### src/rtl/calreg_pkg.sv
package calreg_pkg;
   typedef enum logic [1:0] {
      SUB_ALL  = 2'b00,
      SUB_PAIR = 2'b01,
      SUB_OFF  = 2'b10,
      SUB_GAIN = 2'b11
   } subset_e;

   localparam logic [1:0] RDSEL_CAL = 2'b10;
   localparam int unsigned IDX_GAIN = 0;
   localparam int unsigned IDX_OFF  = 1;
endpackage

### src/rtl/calreg_ptr.sv
module calreg_ptr
   import calreg_pkg::*;
#(
   parameter int unsigned NUM_REGS = 10,
   parameter int unsigned IDX_W    = 4
) (
   input  logic             clk,
   input  logic             rst_n,
   input  logic             cfg_we,
   input  logic [1:0]       cfg_subset,
   input  logic             acc_go,
   output logic [IDX_W-1:0] ptr,
   output logic             done
);
   subset_e sub_q;

   function automatic logic [IDX_W-1:0] start_of(input subset_e s);
      return (s == SUB_OFF) ? IDX_W'(IDX_OFF) : IDX_W'(IDX_GAIN);
   endfunction

   function automatic logic [IDX_W-1:0] last_of(input subset_e s);
      case (s)
         SUB_ALL:  return IDX_W'(NUM_REGS - 1);
         SUB_PAIR: return IDX_W'(IDX_OFF);
         SUB_OFF:  return IDX_W'(IDX_OFF);
         default:  return IDX_W'(IDX_GAIN);
      endcase
   endfunction

   always_ff @(posedge clk) begin
      if (!rst_n) begin
         sub_q <= SUB_ALL;
         ptr   <= IDX_W'(IDX_GAIN);
         done  <= 1'b0;
      end else if (cfg_we) begin
         sub_q <= subset_e'(cfg_subset);
         ptr   <= start_of(subset_e'(cfg_subset));
         done  <= 1'b0;
      end else if (acc_go) begin
         if (ptr == last_of(sub_q)) begin
            ptr  <= start_of(sub_q);
            done <= 1'b1;
         end else begin
            ptr  <= ptr + 1'b1;
            done <= 1'b0;
         end
      end else begin
         done <= 1'b0;
      end
   end

   assert_ptr_window_R2: assert property (@(posedge clk) disable iff (!rst_n)
      (ptr >= start_of(sub_q)) && (ptr <= last_of(sub_q)));

   assert_cfg_rewind_R5: assert property (@(posedge clk) disable iff (!rst_n)
      $past(cfg_we) |-> (ptr == start_of(sub_q)));

   assert_done_rewound_R6: assert property (@(posedge clk) disable iff (!rst_n)
      done |-> (ptr == start_of(sub_q)));
endmodule

### src/rtl/calreg_store.sv
module calreg_store #(
   parameter int unsigned NUM_REGS = 10,
   parameter int unsigned DATA_W   = 14,
   parameter int unsigned IDX_W    = 4,
   parameter logic [DATA_W-1:0] GAIN_RST = 14'h2000,
   parameter logic [DATA_W-1:0] OFF_RST  = 14'h2000,
   parameter logic [DATA_W-1:0] DAC_RST  = 14'h0000
) (
   input  logic              clk,
   input  logic              rst_n,
   input  logic              wr_en,
   input  logic [IDX_W-1:0]  wr_idx,
   input  logic [DATA_W-1:0] wr_data,
   input  logic              ld_en,
   input  logic [IDX_W-1:0]  ld_idx,
   input  logic [DATA_W-1:0] ld_data,
   output logic [DATA_W-1:0] words [NUM_REGS]
);
   for (genvar i = 0; i < NUM_REGS; i++) begin : g_word
      localparam logic [DATA_W-1:0] RST_VAL =
         (i == 0) ? GAIN_RST : ((i == 1) ? OFF_RST : DAC_RST);
      logic ld_hit, wr_hit;
      assign ld_hit = ld_en && (ld_idx == IDX_W'(i));
      assign wr_hit = wr_en && (wr_idx == IDX_W'(i));

      always_ff @(posedge clk) begin
         if (!rst_n)      words[i] <= RST_VAL;
         else if (ld_hit) words[i] <= ld_data;
         else if (wr_hit) words[i] <= wr_data;
      end

      assert_load_wins_R11: assert property (@(posedge clk) disable iff (!rst_n)
         $past(ld_en && (ld_idx == IDX_W'(i))) |-> (words[i] == $past(ld_data)));
   end
endmodule

### src/rtl/calreg_seq_bank.sv
module calreg_seq_bank
   import calreg_pkg::*;
#(
   parameter int unsigned NUM_DAC  = 8,
   parameter int unsigned DATA_W   = 14,
   parameter int unsigned PORT_W   = 16,
   parameter logic [DATA_W-1:0] GAIN_RST = 14'h2000,
   parameter logic [DATA_W-1:0] OFF_RST  = 14'h2000,
   parameter logic [DATA_W-1:0] DAC_RST  = 14'h0000,
   localparam int unsigned NUM_REGS = NUM_DAC + 2,
   localparam int unsigned IDX_W    = $clog2(NUM_REGS),
   localparam int unsigned PAD_W    = PORT_W - DATA_W
) (
   input  logic              clk,
   input  logic              rst_n,
   input  logic              cfg_we,
   input  logic [1:0]        cfg_subset,
   input  logic [1:0]        cfg_rdsel,
   input  logic              dp_rd,
   input  logic              dp_wr,
   input  logic [PORT_W-1:0] dp_wdata,
   input  logic              ld_en,
   input  logic [IDX_W-1:0]  ld_idx,
   input  logic [DATA_W-1:0] ld_data,
   output logic [PORT_W-1:0] dp_rdata,
   output logic              seq_done
);
   if (PORT_W <= DATA_W) begin : g_bad_width
      $error("PORT_W must exceed DATA_W");
   end
   if (NUM_DAC < 1) begin : g_bad_depth
      $error("NUM_DAC must be at least 1");
   end

   logic             rd_mode_q;
   logic             wr_go, rd_go, acc_go;
   logic [IDX_W-1:0] ptr;
   logic [DATA_W-1:0] words [NUM_REGS];
   logic             unused_pad;

   assign unused_pad = ^dp_wdata[PORT_W-1:DATA_W];

   // A control write blocks data-port strobes; a write strobe masks a read.
   assign wr_go  = !cfg_we && dp_wr && !rd_mode_q;
   assign rd_go  = !cfg_we && dp_rd && !dp_wr && rd_mode_q;
   assign acc_go = wr_go || rd_go;

   always_ff @(posedge clk) begin
      if (!rst_n)      rd_mode_q <= 1'b0;
      else if (cfg_we) rd_mode_q <= (cfg_rdsel == RDSEL_CAL);
   end

   calreg_ptr #(.NUM_REGS(NUM_REGS), .IDX_W(IDX_W)) u_ptr (
      .clk(clk), .rst_n(rst_n), .cfg_we(cfg_we), .cfg_subset(cfg_subset),
      .acc_go(acc_go), .ptr(ptr), .done(seq_done)
   );

   calreg_store #(
      .NUM_REGS(NUM_REGS), .DATA_W(DATA_W), .IDX_W(IDX_W),
      .GAIN_RST(GAIN_RST), .OFF_RST(OFF_RST), .DAC_RST(DAC_RST)
   ) u_store (
      .clk(clk), .rst_n(rst_n), .wr_en(wr_go), .wr_idx(ptr),
      .wr_data(dp_wdata[DATA_W-1:0]), .ld_en(ld_en), .ld_idx(ld_idx),
      .ld_data(ld_data), .words(words)
   );

   always_ff @(posedge clk) begin
      if (!rst_n)     dp_rdata <= '0;
      else if (rd_go) dp_rdata <= {{PAD_W{1'b0}}, words[ptr]};
   end

   assert_rdata_pad_R7: assert property (@(posedge clk) disable iff (!rst_n)
      dp_rdata[PORT_W-1:DATA_W] == '0);

   assert_rd_hold_R8: assert property (@(posedge clk) disable iff (!rst_n)
      !rd_mode_q |=> $stable(dp_rdata));

   assert_both_drop_R10: assert property (@(posedge clk) disable iff (!rst_n)
      (dp_rd && dp_wr) |=> $stable(dp_rdata));
endmodule

### config.mk
export PLATFORM = sky130hd
export DESIGN_NAME = calreg_seq_bank
export DESIGN_NICKNAME = d
export VERILOG_FILES = /design/src/rtl/calreg_pkg.sv /design/src/rtl/calreg_ptr.sv /design/src/rtl/calreg_store.sv /design/src/rtl/calreg_seq_bank.sv
export SDC_FILE = /design/constraint.sdc
export NUM_CORES = 1
export LEC_CHECK = 0
export BUFFER_PORTS_ARGS = -buffer_cell sky130_fd_sc_hd__buf_2
export CAP_MARGIN = 15
export CORE_ASPECT_RATIO = 1.2
export CORE_MARGIN = 10
export CORE_UTILIZATION = 25
export CTS_BUF_LIST = sky130_fd_sc_hd__clkbuf_2
export DETAILED_ROUTE_END_ITERATION = 12
export PLACE_DENSITY = 0.5
export SYNTH_ARGS = -nofsm -noshare
export SYNTH_HDL_FRONTEND = slang
export SYNTH_SLANG_ARGS = --single-unit
### constraint.sdc
create_clock -name clk -period 2.42 [get_ports clk]
set_input_delay 0.121 -clock clk [delete_from_list [all_inputs] [get_ports clk]]
set_output_delay 0.121 -clock clk [all_outputs]
set_load 0.005 [all_outputs]
==> results of run 1 <==
[what timing repair did]
item,CTS,global route
setup endpoints to repair,0,13
buffers inserted,0,2
resized for setup,0,6
hold buffers,81,0
hold endpoints to repair,148,0
[registers in the layout, indices dropped and copies added (netlist names)]
name	flops
dp_rdata	14
u_ptr.done	1
u_ptr.ptr	4
u_store.words	140
rd_mode_q	1
u_ptr.sub_q	2
[worst max-delay path, stage by stage (launching register included)]
cell,delay [ns]
dfxtp_2,0.40
buf_12,0.31
ha_1,0.30
nand3b_1,0.10
buf_4,0.27
mux2i_1,0.18
a21oi_1,0.07
dlygate4sd3_1,0.56
[worst max-delay path by stage]
stage                                 endpoint  cells past startpoint
2_1_floorplan  u_store.words[128]$_SDFFE_PN0P_                     11
3_3_place_gp   u_store.words[125]$_SDFFE_PN1P_                      5
3_5_place_dp   u_store.words[118]$_SDFFE_PN0P_                      5
4_1_cts         u_store.words[91]$_SDFFE_PN0P_                      6
5_1_grt         u_store.words[10]$_SDFFE_PN0P_                      7
6_report        u_store.words[91]$_SDFFE_PN0P_                      7
[cell type report]
| type | instances | share of cell area [%] |
|---|---|---|
| diodes | 3 | 0.07403 |
| clock buffers | 20 | 0.9870 |
| clock inverters | 12 | 1.555 |
| inverters | 4 | 0.1481 |
| multi-input cells | 621 | 45.47 |
| flip-flops and latches | 162 | 32.05 |
| well taps | 450 | 5.552 |
| repair buffers | 171 | 14.16 |
[per-layer routing]
layer  share of wire (%)  track usage, %  vias to the layer above
met5                   0               0                        -
met4                 1.5           3.608                        0
met3                 3.6           2.419                       15
met2                  48           21.28                      138
met1                  47           17.19                     3380
li1                    -               -                     3456
[stage by stage]
| step | hold slack, ns | total power [mW] | instances | utilization [%] | worst slack, ns |
|---|---|---|---|---|---|
| 5_1_grt | 0.1496 | 5.341 | 1443 | 30.76 | 0.003951 |
| 2_1_floorplan | 0.2683 | 3.248 | 891 | - | 0.06228 |
| 3_3_place_gp | 0.3746 | 3.423 | 1325 | 27.40 | 0.3917 |
| 4_1_cts | 0.09630 | 5.154 | 1438 | 30.64 | 0.02130 |
| 3_5_place_dp | 0.3784 | 3.431 | 1325 | 27.40 | 0.3884 |
| 6_report | 0.1831 | 5.094 | 1443 | 30.76 | 0.09072 |
[kinds of logic (layout without fill, tap and decap cells)]
group	after synthesis	in the layout	share of synthesized area, %
buf+inv	108	207	5.622
simple gates	176	176	9.949
xor+xnor	1	1	0.1055
fa+ha+maj	4	4	0.6030
compound gates	268	268	19.67
flops	162	162	39.07
mux	170	170	24.93
other cells	1	5	0.04518
[power by group]
part           leakage (nW)  internal [mW]  total [mW]  switching (mW)
sequential             1.31           2.75        2.78          0.0372
clock                 0.152          0.593        1.62            1.03
combinational          2.13          0.313       0.688           0.375
[synth_stat cells, types with 2 or more instances]
cell       instances  share of area [%]
a21oi_1           57                3.4
o21ai_1            3               0.18
buf_4              4               0.36
buf_2             31                1.9
nand2_1           68                3.1
mux2_2            14                1.9
o311ai_0           2               0.21
mux4_2            28                7.6
nor2b_1            3               0.23
o21ai_0           95                5.7
buf_1             12               0.54
o311a_1            2               0.24
o22ai_2            3               0.45
nor4b_1            3               0.32
clkbuf_1          56                2.5
nor2_1            67                3.0
nand3b_1           5               0.45
nand4bb_1          2               0.27
ha_1               4               0.60
mux2i_1          128                 15
or3_1              3               0.23
a31oi_1           29                2.2
inv_1              3               0.14
nand2b_1           5               0.38
dfxtp_1          162                 39
a22oi_1           14                1.3
and2_1             2               0.15
a211oi_1          56                5.1
nand3_1            6               0.36
a21boi_0           3               0.27
and3_1             2               0.15
==> qor.yml, run 1 <==
clock_tree:
  clk_path_buf_depth: 2
  h-tree-depth: 4
  clk_pin_slew_ns: 0.26
  root_buffer: "clkbuf_2"
  cts_buffers: 17
  numClockSinks: 162
  clkLatencyLatePin_ns: 0.74
  cts_tree: "yes"
layout:
  multi_input_area_sq_mm: 0.004611
  final_common_cell: "dfxtp_1"
  final-seq-area_sq_mm: 0.003251
  drive_above_1_share_pct: 18.28
  final_cell_mix: "158 x dfxtp_1, 128 x mux2i_1, 95 x o21ai_0"
  n_fill_cell: 3426
  fin_nets: 1025
  area_delta_synth_final_pct: 22.17
  finalInstanceArea_sq_mm: 0.01014
critical_path:
  crit_fanout: 49
  r2r_cells: 7
  r2r_setup_slack_ns: 0.09
  endpoint_kind: "register"
  reg2reg_to: "u_store.words[91]$_SDFFE_PN0P_"
  cp.required_ns: 3.09
  worstPathArrival_ns: 3.00
  startpoint_type: "register"
  critical_path_class: "reg -> reg"
  r2r-start: "u_ptr.ptr[0]$_SDFFE_PN0P_"
  crit_start: "u_ptr.ptr[0]$_SDFFE_PN0P_"
die:
  die_width_um: 186.3
  dieArea_sq_mm: 0.04092
  fp-row-count: 73
  core_area_sq_mm: 0.03297
  io_pins: 61
  initial_core_util_pct: 25.17
  die_y_um: 219.6
sta:
  grt_setup_unrepaired: "false"
  fmax_mhz: 429.3
  final-hold-violation-count: 0
  setup_viol: 0
  timing.final.crit_share_pct: 96.25
  clock_skew_ns: 0.02733
  slew_headroom_pct: 28.77
  tightest_slew_ns: 1.068
  maxSlewViolCount: 0
  layout_min_cycle_time_ns: 2.329
  finalSetupTns_ns: 0
route:
  drcViolationCount: 0
  drtPass1Iterations: 5
  wl_per_cell_um: 18.45
  vias_per_cell: 4.843
  drt_iter0_markers: 469
  drt_wl_total_mm: 26.62
  detail-route-antenna-nets: 0
  vias: 6989
synth:
  synth_edf_count: 0
  synth.distinct_cells: 49
  ys_seq_elements: 162
  synth_area_sq_mm: 0.008300
  synth_top_flop_cell: "dfxtp_1"
  syn_inst: 890
  synth_warnings: 0
  ys_seq_area_share_pct: 39.07
  synth.avg_cell_area_sq_um: 9.326
  ys_async_sr_fraction_pct: 0
global_route:
  grt_pass1_vias: 6840
  grt_pass1_wl_mm: 41.92
  antenna_found_initial: 3
  grt_overflow: 0
  grt_max_degree: 58
  grtUsageTotal_pct: 13.01
placement:
  hpwlAfterDp_mm: 16.97
  placed_area_sq_mm: 0.009034
  place.gp.congestion: 0.7872
  io_buffers: 56
pwr:
  vdd_drop_max_v: 0.0002566
  p_leak_nw: 3.593
  p_per_area_mw_per_mm2: 502.4
worst_hold_path:
  holdCritPathClass: "in -> reg"
  hold_depth: 5
  hold_start: "ld_en"
  hold_end: "u_store.words[20]$_SDFFE_PN0P_"
job:
  maxCapViolCount: 0
outcome:
  status: "finished clean"
Note: power is estimated with default switching activity, not from simulation.
==> inputs of run 2 (changes only) <==
--- a/config.mk
+++ b/config.mk
@@ -12,7 +12,8 @@
 export CORE_UTILIZATION = 25
 export CTS_BUF_LIST = sky130_fd_sc_hd__clkbuf_2
 export DETAILED_ROUTE_END_ITERATION = 12
-export PLACE_DENSITY = 0.5
+export PLACE_DENSITY = 0.49
+export SLEW_MARGIN = 0
 export SYNTH_ARGS = -nofsm -noshare
 export SYNTH_HDL_FRONTEND = slang
 export SYNTH_SLANG_ARGS = --single-unit
==> constraint.sdc (replaced) <==
create_clock -name clk -period 2.7 [get_ports clk]
set_input_delay 0.135 -clock clk [delete_from_list [all_inputs] [get_ports clk]]
set_output_delay 0.135 -clock clk [all_outputs]
set_load 0.005 [all_outputs]
==> qor.yml, run 2 (same netlist as run 1, synthesis figures left out) <==
layout:
  final_cell_mix: "160 x dfxtp_1, 128 x mux2i_1, 95 x o21ai_0"
  n_fill_cell: 3480
  area_delta_synth_final_pct: 18.72
  largest_reg_flops: 140
  fin_nets: 1003
  final-seq-area_sq_mm: 0.003246
  final_common_cell: "dfxtp_1"
  reg_top3: "u_store.words: 140 flops, dp_rdata: 14 flops, u_ptr.ptr: 4 flops"
  drive_above_1_share_pct: 18.49
  multi_input_area_sq_mm: 0.004603
  regMostFlops: "u_store.words"
critical_path:
  critical_path.max_stage_delay_ns: 0.75
  cp_slowest_cell: "dfxtp_2"
  crit_family: "flip-flops"
  cp.required_ns: 3.35
  r2r-start: "u_ptr.ptr[0]$_SDFFE_PN0P_"
  crit_start: "u_ptr.ptr[0]$_SDFFE_PN0P_"
  crit_fanout: 19
  critical_path_class: "reg -> reg"
  endpoint_kind: "register"
  path_buf_inv: 2
  path_cells: "inv_1 > ha_1 > and3_2 > nand2_1 > a31oi_1 > dlygate4sd3_1"
  worstPathArrival_ns: 3.10
  startpoint_type: "register"
die:
  dieArea_sq_mm: 0.04092
  fp-row-count: 73
  die_width_um: 186.3
  core_area_sq_mm: 0.03297
  io_pins: 61
  initial_core_util_pct: 25.17
  die_y_um: 219.6
global_route:
  antenna_found_initial: 2
  grt_overflow: 0
  grt_max_degree: 88
  grt_pass1_wl_mm: 42.83
  grt_pass1_vias: 6826
  grtUsageTotal_pct: 13.38
clock_tree:
  h-tree-depth: 4
  clkLatencyLatePin_ns: 0.74
  clk_path_buf_depth: 2
  post-cts-setup-buffers: 0
  cts_tree: "yes"
  clk_pin_slew_ns: 0.26
  cts_buffers: 17
  root_buffer: "clkbuf_2"
  numClockSinks: 162
route:
  vias_per_cell: 4.882
  drt_wl_total_mm: 27.47
  wl_per_cell_um: 19.36
  vias: 6927
  drcViolationCount: 0
  drt_iter0_markers: 459
  detail-route-antenna-nets: 0
  drtPass1Iterations: 5
sta:
  slew_headroom_pct: 33.02
  fmax_mhz: 407.8
  layout_min_cycle_time_ns: 2.452
  clock_skew_ns: 0.03699
  timing.final.crit_share_pct: 90.81
  setup_viol: 0
  finalSetupTns_ns: 0
  final-hold-violation-count: 0
  timing.hold.ws_ns: 0.07745
  tightest_slew_ns: 1.005
  grt_setup_unrepaired: "false"
  maxSlewViolCount: 0
pwr:
  swShare_pct: 28.58
  power_frac_comb_pct: 12.4
  seq_power_share_pct: 53.6
  internal-power_mw: 3.339
  power_frac_clock_pct: 34.0
  p_leak_nw: 3.485
  p_per_area_mw_per_mm2: 474.4
  vdd_drop_max_v: 0.0002268
  p_sw_mw: 1.336
  finalPower_mw: 4.675
placement:
  place.gp.congestion: 0.7655
  hpwlAfterDp_mm: 17.44
  io_buffers: 56
worst_hold_path:
  hold_start: "rst_n"
  holdCritPathClass: "in -> reg"
outcome:
  status: "finished clean"
job:
  maxCapViolCount: 0
run 2: changes by cell type in the layout (fill, tap and decap cells not counted), moves of 3 or more:
| cell | delta |
|---|---|
| buf_4 | +7 |
| dlygate4sd3_1 | -22 |
| clkbuf_2 | -3 |
| buf_12 | -6 |
run 2: repair_timing:
item / CTS / global route
gates resized for setup: 0 / 1
hold endpoints to repair: 148 / 0
hold buffers: 58 / 0
setup endpoints to repair: 0 / 4
run 2: through the flow:
| step | std cells | util, % | area [sq um] | worst slack [ns] |
|---|---|---|---|---|
| finish | 1419 | 29.89 | 9854 | 0.2481 |
| global route | 1419 | 29.89 | 9854 | 0.01185 |
| CTS | 1418 | 29.88 | 9851 | 0.07043 |
| detailed placement | 1328 | 27.24 | 8981 | 0.5241 |
| global placement | 1328 | 27.24 | 8981 | 0.5129 |
| floorplan | 891 | - | 8304 | 0.2163 |
run 2: path summary, 6_finish.rpt:
check                           cells past startpoint                              to  slack (ns)
worst max-delay path                                6  u_store.words[20]$_SDFFE_PN0P_        0.25
worst min-delay path                                4     u_ptr.sub_q[0]$_SDFFE_PN0P_        0.08
worst max register to register                      6  u_store.words[20]$_SDFFE_PN0P_        0.25
worst min register to register                      2  u_store.words[26]$_SDFFE_PN0P_        0.49
run 2: per-layer routing:
layer | GRT usage [%] | part of all wire (%)
met1 | 17.75 | 48
met4 | 3.039 | 1.3
met5 | 0 | 0.025
met2 | 22.54 | 47
met3 | 1.913 | 3.2
run 2: final cells by class:
cell class / instances / share of cell area [%]
antenna: 1 / 0.02539
clock buffer: 17 / 0.8634
clock inverter: 15 / 2.070
inverter: 4 / 0.1524
multi-input combinational: 621 / 46.71
sequential: 162 / 32.94
tap: 450 / 5.714
timing repair buffer: 149 / 11.53
run 2: worst register-to-register path: stages, from the launching register on:
cell and delay (ns):
dfxtp_2 0.75, inv_1 0.19, ha_1 0.30, and3_2 0.37, nand2_1 0.13, a31oi_1 0.08
dlygate4sd3_1 0.57
run 2: power by group through the flow:
stage                     sequential, mW  combinational (mW)  clock [mW]
after CTS                           2.51               0.583        1.62
after detailed placement            2.55               0.522           0
after global routing                2.52               0.638        1.71
after floorplan                     2.53               0.380           0
final                               2.51               0.579        1.59
after global placement              2.55               0.517           0
==> inputs of run 3 (changes only) <==
--- a/config.mk
+++ b/config.mk
@@ -9,10 +9,11 @@
 export CAP_MARGIN = 15
 export CORE_ASPECT_RATIO = 1.2
 export CORE_MARGIN = 10
-export CORE_UTILIZATION = 25
+export CORE_UTILIZATION = 61
 export CTS_BUF_LIST = sky130_fd_sc_hd__clkbuf_2
 export DETAILED_ROUTE_END_ITERATION = 12
-export PLACE_DENSITY = 0.49
+export PLACE_DENSITY = 0.9
+export SETUP_SLACK_MARGIN = 0.02
 export SLEW_MARGIN = 0
 export SYNTH_ARGS = -nofsm -noshare
 export SYNTH_HDL_FRONTEND = slang
==> qor.yml, run 3 (same netlist as run 1, synthesis figures left out) <==
sta:
  setup_viol: 0
  maxSlewViolCount: 0
  timing.hold.ws_ns: 0.05397
  grt_setup_unrepaired: "false"
  finalSetupTns_ns: 0
  layout_min_cycle_time_ns: 2.513
  final-hold-violation-count: 0
  fmax_mhz: 398.0
  tightest_slew_ns: 1.106
  clock_skew_ns: 0.01500
  timing.final.crit_share_pct: 93.07
  slew_headroom_pct: 26.02
  worst_slack_ns: 0.1872
route:
  vias: 7457
  vias_per_cell: 6.628
  detail-route-antenna-nets: 0
  drcViolationCount: 0
  drt_wl_total_mm: 24.29
  drtPass1Iterations: 8
  wl_per_cell_um: 21.59
  drt_iter0_markers: 914
critical_path:
  startpoint_type: "register"
  r2r-start: "u_ptr.ptr[2]$_SDFFE_PN0P_"
  crit_start: "u_ptr.ptr[2]$_SDFFE_PN0P_"
  r2r_setup_slack_ns: 0.19
  endpoint_kind: "register"
  cp.required_ns: 3.40
  r2r_cells: 5
  reg2reg_to: "u_store.words[24]$_SDFFE_PN0P_"
  worstPathArrival_ns: 3.21
  crit_fanout: 15
  critical_path_class: "reg -> reg"
layout:
  final_cell_mix: "160 x dfxtp_1, 128 x mux2i_1, 95 x o21ai_0"
  n_fill_cell: 937
  fin_nets: 993
  reg_top3: "u_store.words: 140 flops, dp_rdata: 14 flops, u_ptr.ptr: 4 flops"
  regMostFlops: "u_store.words"
  drive_above_1_share_pct: 17.36
  area_delta_synth_final_pct: 12.47
  largest_reg_flops: 140
  final_common_cell: "dfxtp_1"
  fin_util_pct: 70.21
pwr:
  p_leak_nw: 3.406
  vdd_drop_max_v: 0.0003400
  p_per_area_mw_per_mm2: 460.8
worst_hold_path:
  holdCritPathClass: "in -> reg"
  hold_depth: 4
  hold_start: "ld_idx[1]"
  hold_end: "u_store.words[139]$_SDFFE_PN1P_"
global_route:
  grt_overflow: 0
  grt_max_degree: 88
  grt_pass1_wl_mm: 38.52
  grtUsageTotal_pct: 25.36
  antenna_found_initial: 1
  grt_pass1_vias: 7319
die:
  core_area_sq_mm: 0.01330
  io_pins: 61
  die_width_um: 126.5
  fp-row-count: 46
  die_y_um: 147.8
  dieArea_sq_mm: 0.01869
  initial_core_util_pct: 62.43
placement:
  place.gp.congestion: 0.8598
  io_buffers: 56
  pre_cts_slack_ns: 0.5000
  hpwlAfterDp_mm: 14.29
clock_tree:
  h-tree-depth: 4
  root_buffer: "clkbuf_2"
  clk_pin_slew_ns: 0.21
  cts_buffers: 17
  numClockSinks: 162
  clk_path_buf_depth: 2
  cts_tree: "yes"
  clkLatencyLatePin_ns: 0.75
job:
  maxCapViolCount: 0
outcome:
  status: "finished clean"
[run 3: metal layers]
| layer | vias to the layer above | share of wire [%] | GRT usage [%] |
|---|---|---|---|
| met1 | 3535 | 38 | 29.46 |
| met4 | 0 | 5.2 | 14.54 |
| met3 | 96 | 8.0 | 5.403 |
| met2 | 445 | 48 | 42.17 |
| li1 | 3381 | - | - |
| met5 | - | 0 | 0 |
[run 3: through the flow]
| stage | cell area [sq um] | std cells | power, mW |
|---|---|---|---|
| floorplan | 8304 | 891 | 2.911 |
| detailed placement | 8553 | 1036 | 3.045 |
| finish | 9335 | 1125 | 4.302 |
| global route | 9335 | 1125 | 4.468 |
| CTS | 9330 | 1124 | 4.286 |
| global placement | 8553 | 1036 | 3.027 |
[run 3: worst max path at each step]
stage,to,slack [ns]
after floorplan,u_store.words[128]$_SDFFE_PN0P_,0.22
after global placement,u_store.words[125]$_SDFFE_PN1P_,0.57
after global routing,u_store.words[24]$_SDFFE_PN0P_,0.06
after detailed placement,u_store.words[121]$_SDFFE_PN0P_,0.50
final,u_store.words[24]$_SDFFE_PN0P_,0.19
after CTS,u_store.words[14]$_SDFFE_PN0P_,0.1
[run 3: final cells by class]
class,instances,area [sq um],area share (%)
Multi-Input combinational cell,621,4604,49.32
Sequential cell,162,3246,34.77
Timing Repair Buffer,139,1061,11.37
Tap cell,168,210.2,2.252
Clock buffer,21,105.1,1.126
Clock inverter,9,91.34,0.9784
Inverter,4,15.01,0.1608
Antenna cell,1,2.502,0.02681
[run 3: power by group]
part	leakage, nW	switching, mW	internal [mW]
Combinational	1.96	0.332	0.248
Clock	0.136	0.810	0.414
Sequential	1.31	0.0368	2.46
[run 3: worst max-delay path: stages (launching register included)]
cell and delay (ns):
dfxtp_1 0.55, nor4b_1 0.57, and3_2 0.47, nand2_1 0.09
a31oi_1 0.19, dlygate4sd3_1 0.58
[run 3: timing repair]
action                                  CTS  global route
hold buffers                             58             0
resized for setup                         0             2
buffers inserted                          0             0
hold endpoints to repair                148             0
endpoints found under the setup margin    0            13
